--- src/rtl/mul_pkg.sv ---
package mul_pkg;

   typedef enum logic {
      ST_IDLE = 1'b0,
      ST_RUN  = 1'b1
   } mul_state_t;

   // Width of carry-select group i: two groups of the base width, then one bit wider per group.
   function automatic int grp_size(input int first, input int i);
      return (i == 0) ? first : first + i - 1;
   endfunction

   function automatic int grp_lo(input int first, input int i);
      int lo;
      lo = 0;
      for (int k = 0; k < i; k++) lo += grp_size(first, k);
      return lo;
   endfunction

   function automatic int grp_count(input int first, input int width);
      int n;
      int lo;
      n  = 0;
      lo = 0;
      while (lo < width) begin
         lo += grp_size(first, n);
         n++;
      end
      return n;
   endfunction

endpackage

--- src/rtl/csla_block.sv ---
module csla_block #(
   parameter int W          = 4,
   parameter bit OPT_SELECT = 1'b1
) (
   input  logic [W-1:0] a,
   input  logic [W-1:0] b,
   input  logic         cin,
   output logic [W-1:0] sum,
   output logic         cout
);
   logic [W:0] s0;
   logic [W:0] s1;

   if (W < 1) begin : g_bad_w
      $error("csla_block: W must be at least 1");
   end

   assign s0 = {1'b0, a} + {1'b0, b};
   assign s1 = {1'b0, a} + {1'b0, b} + {{W{1'b0}}, 1'b1};

   assign sum = cin ? s1[W-1:0] : s0[W-1:0];

   if (OPT_SELECT) begin : g_andor
      // A carry from the zero-input path implies a carry from the one-input path.
      assign cout = s0[W] | (cin & s1[W]);
   end else begin : g_mux
      assign cout = cin ? s1[W] : s0[W];
   end

   // carry ordering the AND-OR select relies on
   always_comb begin
      a_r2_carry_order: assert (!s0[W] || s1[W])
         else $error("carry path ordering violated");
   end
endmodule

--- src/rtl/sqrt_csla.sv ---
module sqrt_csla
   import mul_pkg::*;
#(
   parameter int WIDTH      = 32,
   parameter int FIRST      = 2,
   parameter bit OPT_SELECT = 1'b1
) (
   input  logic [WIDTH-1:0] a,
   input  logic [WIDTH-1:0] b,
   input  logic             cin,
   output logic [WIDTH-1:0] sum,
   output logic             cout
);
   localparam int NGRP = grp_count(FIRST, WIDTH);

   logic [NGRP:0] cy;

   if (WIDTH < 2) begin : g_bad_width
      $error("sqrt_csla: WIDTH must be at least 2");
   end
   if (FIRST < 1) begin : g_bad_first
      $error("sqrt_csla: FIRST must be at least 1");
   end

   assign cy[0] = cin;

   for (genvar g = 0; g < NGRP; g++) begin : g_grp
      localparam int LO  = grp_lo(FIRST, g);
      localparam int RAW = grp_size(FIRST, g);
      localparam int SZ  = (RAW < WIDTH - LO) ? RAW : WIDTH - LO;
      if (g == 0) begin : g_ripple
         assign {cy[g+1], sum[LO +: SZ]} =
            {1'b0, a[LO +: SZ]} + {1'b0, b[LO +: SZ]} + {{SZ{1'b0}}, cy[g]};
      end else begin : g_select
         csla_block #(.W(SZ), .OPT_SELECT(OPT_SELECT)) u_blk (
            .a   (a[LO +: SZ]),
            .b   (b[LO +: SZ]),
            .cin (cy[g]),
            .sum (sum[LO +: SZ]),
            .cout(cy[g+1])
         );
      end
   end

   assign cout = cy[NGRP];

   // grouped structure agrees with full-precision addition
   always_comb begin
      a_r2_adder_sum: assert ({cout, sum} == ({1'b0, a} + {1'b0, b} + {{WIDTH{1'b0}}, cin}))
         else $error("carry-select sum mismatch");
   end
endmodule

--- src/rtl/shiftadd_mult.sv ---
module shiftadd_mult
   import mul_pkg::*;
#(
   parameter int WIDTH      = 32,
   parameter int FIRST      = 2,
   parameter bit OPT_SELECT = 1'b1
) (
   input  logic               clk,
   input  logic               rst_n,
   input  logic               start,
   input  logic [WIDTH-1:0]   op_a,
   input  logic [WIDTH-1:0]   op_b,
   output logic               busy,
   output logic               done,
   output logic [2*WIDTH-1:0] product
);
   localparam int PW = 2 * WIDTH;
   localparam int CW = (WIDTH > 2) ? $clog2(WIDTH) : 1;
   localparam logic [CW-1:0] LAST = CW'(WIDTH - 1);

   if (WIDTH < 2) begin : g_bad_width
      $error("shiftadd_mult: WIDTH must be at least 2");
   end

   mul_state_t        state;
   logic [PW-1:0]     acc;
   logic [WIDTH-1:0]  mcand;
   logic [CW-1:0]     step;
   logic              done_q;

   logic [WIDTH-1:0]  addend;
   logic [WIDTH-1:0]  upper_sum;
   logic              upper_co;
   logic [PW-1:0]     acc_next;

   assign addend = acc[0] ? mcand : '0;

   sqrt_csla #(.WIDTH(WIDTH), .FIRST(FIRST), .OPT_SELECT(OPT_SELECT)) u_add (
      .a   (acc[PW-1:WIDTH]),
      .b   (addend),
      .cin (1'b0),
      .sum (upper_sum),
      .cout(upper_co)
   );

   assign acc_next = {upper_co, upper_sum, acc[WIDTH-1:1]};

   always_ff @(posedge clk or negedge rst_n) begin
      if (!rst_n) begin
         state  <= ST_IDLE;
         acc    <= '0;
         mcand  <= '0;
         step   <= '0;
         done_q <= 1'b0;
      end else begin
         done_q <= 1'b0;
         unique case (state)
            ST_IDLE: begin
               if (start) begin
                  mcand <= op_a;
                  acc   <= {{WIDTH{1'b0}}, op_b};
                  step  <= '0;
                  state <= ST_RUN;
               end
            end
            ST_RUN: begin
               acc  <= acc_next;
               step <= step + 1'b1;
               if (step == LAST) begin
                  state  <= ST_IDLE;
                  done_q <= 1'b1;
               end
            end
            default: state <= ST_IDLE;
         endcase
      end
   end

   assign busy    = (state == ST_RUN);
   assign done    = done_q;
   assign product = acc;

   // a start while idle loads the accumulator
   a_r3_load: assert property (@(posedge clk) disable iff (!rst_n)
      (!busy && start) |=> (busy && product == {{WIDTH{1'b0}}, $past(op_b)}))
      else $error("load mismatch");

   // one step shifts right by one, carry into the top bit
   a_r4_shift: assert property (@(posedge clk) disable iff (!rst_n)
      busy |=> (product[WIDTH-2:0] == $past(product[WIDTH-1:1])))
      else $error("shift mismatch");

   // completion coincides with the end of busy
   a_r5_done_ends_busy: assert property (@(posedge clk) disable iff (!rst_n)
      $fell(busy) |-> done)
      else $error("busy fell without done");

   // done lasts one cycle
   a_r6_done_single: assert property (@(posedge clk) disable iff (!rst_n)
      done |=> !done)
      else $error("done longer than one cycle");

   // product held while idle
   a_r7_hold: assert property (@(posedge clk) disable iff (!rst_n)
      (!busy && !start) |=> $stable(product))
      else $error("product changed while idle");

   // multiplicand untouched while running
   a_r8_mcand_hold: assert property (@(posedge clk) disable iff (!rst_n)
      busy |=> $stable(mcand))
      else $error("multiplicand changed while busy");
endmodule

--- config.mk ---
export PLATFORM = sky130hd
export DESIGN_NAME = shiftadd_mult
export DESIGN_NICKNAME = d
export VERILOG_FILES = /design/src/rtl/mul_pkg.sv /design/src/rtl/csla_block.sv /design/src/rtl/sqrt_csla.sv /design/src/rtl/shiftadd_mult.sv
export SDC_FILE = /design/constraint.sdc
export NUM_CORES = 1
export LEC_CHECK = 0
export BUFFER_PORTS_ARGS = -buffer_cell sky130_fd_sc_hd__buf_2
export CAP_MARGIN = 15
export CORE_UTILIZATION = 30
export CTS_BUF_LIST = sky130_fd_sc_hd__clkbuf_4
export CTS_CLUSTER_DIAMETER = 50
export DETAILED_ROUTE_END_ITERATION = 10
export PLACE_DENSITY_LB_ADDON = 0.15
export RECOVER_POWER = 50
export SLEW_MARGIN = 20
export SYNTH_ARGS = -nofsm -noshare
export SYNTH_HDL_FRONTEND = slang
export SYNTH_SLANG_ARGS = --single-unit
--- constraint.sdc ---
create_clock -name clk -period 6.7 [get_ports clk]
set_input_delay 0.335 -clock clk [delete_from_list [all_inputs] [get_ports clk]]
set_output_delay 0.335 -clock clk [all_outputs]
set_load 0.02 [all_outputs]
==> qor.yml <==
outcome: "complete, but fails checks"
violations: "max-capacitance violations, max-slew violations"
synth_top_area_share_pct: 42.8
firstDrtPassIters: 4
leakagePower_nw: 3.32
drt_wl_total_um: 14700
r2r_slack_ns: 2.63
min_from: "op_a[27]"
dr.first_iter.drc_count: 170
placed_cells: 971
path_max_fanout: 18
avgSynthCellArea_um2: 10.1
maxSlewViolCount: 44
clk-insertion-delay-late_ns: 0.48
worstSetupStartpointType: "register"
setup_viol: 0
synthTopCellsByArea: "dfrtp_1 43%, ha_1 8.1%, mux2_2 6.4%"
tightest_slew_ns: 2.43
grt_antenna_before_repair: 1
critPathArrivalTime_ns: 4.46
postRouteAntennaNets: 0
design_area_mm2: 0.00706
initial_core_util_pct: 30.7
ir_worst_vdd_v: 0.000151
slowest_delay_ns: 0.73
holdCritPathClass: "in -> reg"
path_buf_inv: 2
htreeDepth: 3
cts_buffer_depth: 2
final-seq-area_mm2: 0.00258
numClockSinks: 103
synth_seq_cells: 103
max-cap-violations: 1
synth-edff-count: 0
grt_pass1_vias: 4934
cts_root_buf: "clkbuf_4"
reg2reg_to: "product[57]"
ys.warnings.count: 0
dieHeight_um: 144
syn-instance-count: 594
yosysSeqAreaShare_pct: 42.8
worstPathRequired_ns: 7.09
rsz0062_at_grt: "no"
hold_viol_final: 0
rr_worst_depth: 13
synth.distinct_cells: 55
hpwl_um: 10400
worst_slew_margin_rel_pct: -61.9
drc: 0
syn2layout_area_growth_pct: 17.3
synth_fp_nets: 708
path_cells: "buf_4 > and2_1 > ha_1 > inv_1 > fa_1 > xnor2_1 > nand2_1 > mux2_2 > nor4bb_1 > a21oi_1 > o21a_1 > o311a_1 > a221o_1"
synth_top_area_cell: "dfrtp_1"
drive_gt1_share_pct: 18.6
grt_pass1_wl_um: 24600
grt_usage_pct: 15.4
cts_setup_buffers: 0
whs_ns: 0.0720
critical_path_class: "reg -> reg"
dpl_cell_area_mm2: 0.00697
multi_input_area_mm2: 0.00324
fmax_mhz: 246
cp_top_family: "compound AO/OA/AOI/OAI gates"
vias_per_cell: 4.75
vias: 4712
grt_overflow: 0
n_fill_cell: 2028
ys_async_sr_fraction_pct: 100
worst_clock_skew_ns: 0.0197
dieArea_mm2: 0.0206
finalNonFillerCells: 991
end_kind: "register"
coreArea_mm2: 0.0196
cpMaxStageDelayCell: "dfrtp_1"
min_period_ns: 4.07
r2r_start: "product[0]"
critPathLaunch: "product[0]"
grt_max_degree: 92
cts_buffers: 9
drt-wirelength-per-cell_um: 14.9
num_rows: 51
die_x_um: 144
ios: 133
clk_pin_slew_worst_paths_ns: 0.18
crit_cells: 13
setup_tns_ns: 0
min_period_over_period_pct: 60.8
synth_area_mm2: 0.00602
postLayoutCoreUtil_pct: 36.1
synth_ff_type: "dfrtp_1"
gp_congestion: 0.772
fin_nets: 834
cts_tree: "done"
crit_end: "product[57]"
p_per_area_mw_per_mm2: 528
io_buffers: 132
## layout by cell type, fill, tap and decap left out, drive strengths merged, types with 5 or more instances in the layout
cell / count
a21o: 9
a21oi: 16
and2: 28
buf: 75
clkbuf: 73
dfrtp: 103
fa: 8
ha: 39
inv: 35
mux2: 34
mux2i: 36
nand2: 79
nand3: 9
nor2: 13
nor3: 8
o21a: 5
o21ai: 60
xnor2: 18
xor2: 16
## worst min path at each step
| stage | endpoint | slack (ns) | depth (start not counted) |
|---|---|---|---|
| after floorplan | busy | 0.04 | 0 |
| after global placement | mcand[13] | 0.38 | 1 |
| after detailed placement | mcand[13] | 0.39 | 1 |
| after CTS | mcand[27] | 0.02 | 2 |
| after global routing | mcand[27] | 0.003 | 2 |
| final | mcand[27] | 0.07 | 2 |
## cells in the mapped netlist, drive strengths merged (4+ instances only)
cell type / number
dfrtp: 103
nand2: 79
o21ai: 60
ha: 39
mux2i: 36
mux2: 34
inv: 32
and2: 28
clkbuf: 22
xnor2: 18
a21oi: 16
xor2: 16
nor2: 13
a21o: 9
nand3: 9
fa: 8
nor3: 8
o21a: 5
a22o: 4
and3: 4
buf: 4
nand4: 4
o31ai: 4
## sequential cells by signal (all words and copies together) (netlist names)
register  count
step          5
product      64
done          1
busy          1
mcand        32
## power breakdown
group	switching [mW]	leakage, nW	internal (mW)
clock	0.233	0.0679	0.0809
combinational	1.29	2.00	0.923
sequential	0.256	1.25	0.945
## worst register-to-register path: cells and delay by family (launching register included)
kind	cells	cell delay, ns
AO/OA/AOI/OAI	4	1.06
AND/OR/NAND/NOR	3	0.65
XOR/XNOR	1	0.34
buffers and inverters	2	0.37
adder cells (fa/ha/maj)	2	0.54
multiplexers	1	0.28
flip-flops	1	0.73
## what timing repair did
action	CTS	global route
hold buffers	1	1
endpoints found under the hold margin	42	1
gates resized for setup	0	0
## per-stage QoR
step	setup WS (ns)	power, mW
2_1_floorplan	3.09	2.85
3_3_place_gp	2.81	3.44
3_5_place_dp	2.62	3.48
4_1_cts	2.58	3.82
5_1_grt	2.30	4.13
6_report	2.63	3.73
## area by class of cell
type                            count  area share [%]
Antenna cell                        1          0.0354
Clock buffer                        9           0.957
Clock inverter                      7           0.762
Inverter                           32            1.70
Multi-Input combinational cell    433            45.8
Sequential cell                   103            36.5
Tap cell                          265            4.69
Timing Repair Buffer              141            9.53
## kinds of logic (layout without fill, tap and decap cells)
group                      Yosys count  in the layout  share of synthesized area (%)
AOI/OAI and AO/OA                  122            122                           12.9
xor gates and xnor gates            34             34                           4.94
adders and majority gates           47             47                           10.8
buffers and inverters               58            189                           3.64
DFF                                103            103                           42.8
muxes                               70             70                           12.3
other                                0              1                              0
and+or+nand+nor                    160            160                           12.7
## metal layers
metal | track usage (%) | part of all wire, % | up-vias
met5 | 0 | 0 | -
met4 | 4.20 | 1.8 | 0
met3 | 5.23 | 6.2 | 19
met2 | 25.2 | 45 | 117
met1 | 19.4 | 47 | 2259
li1 | - | - | 2317
No activity file was read; power rests on OpenSTA's default activity.
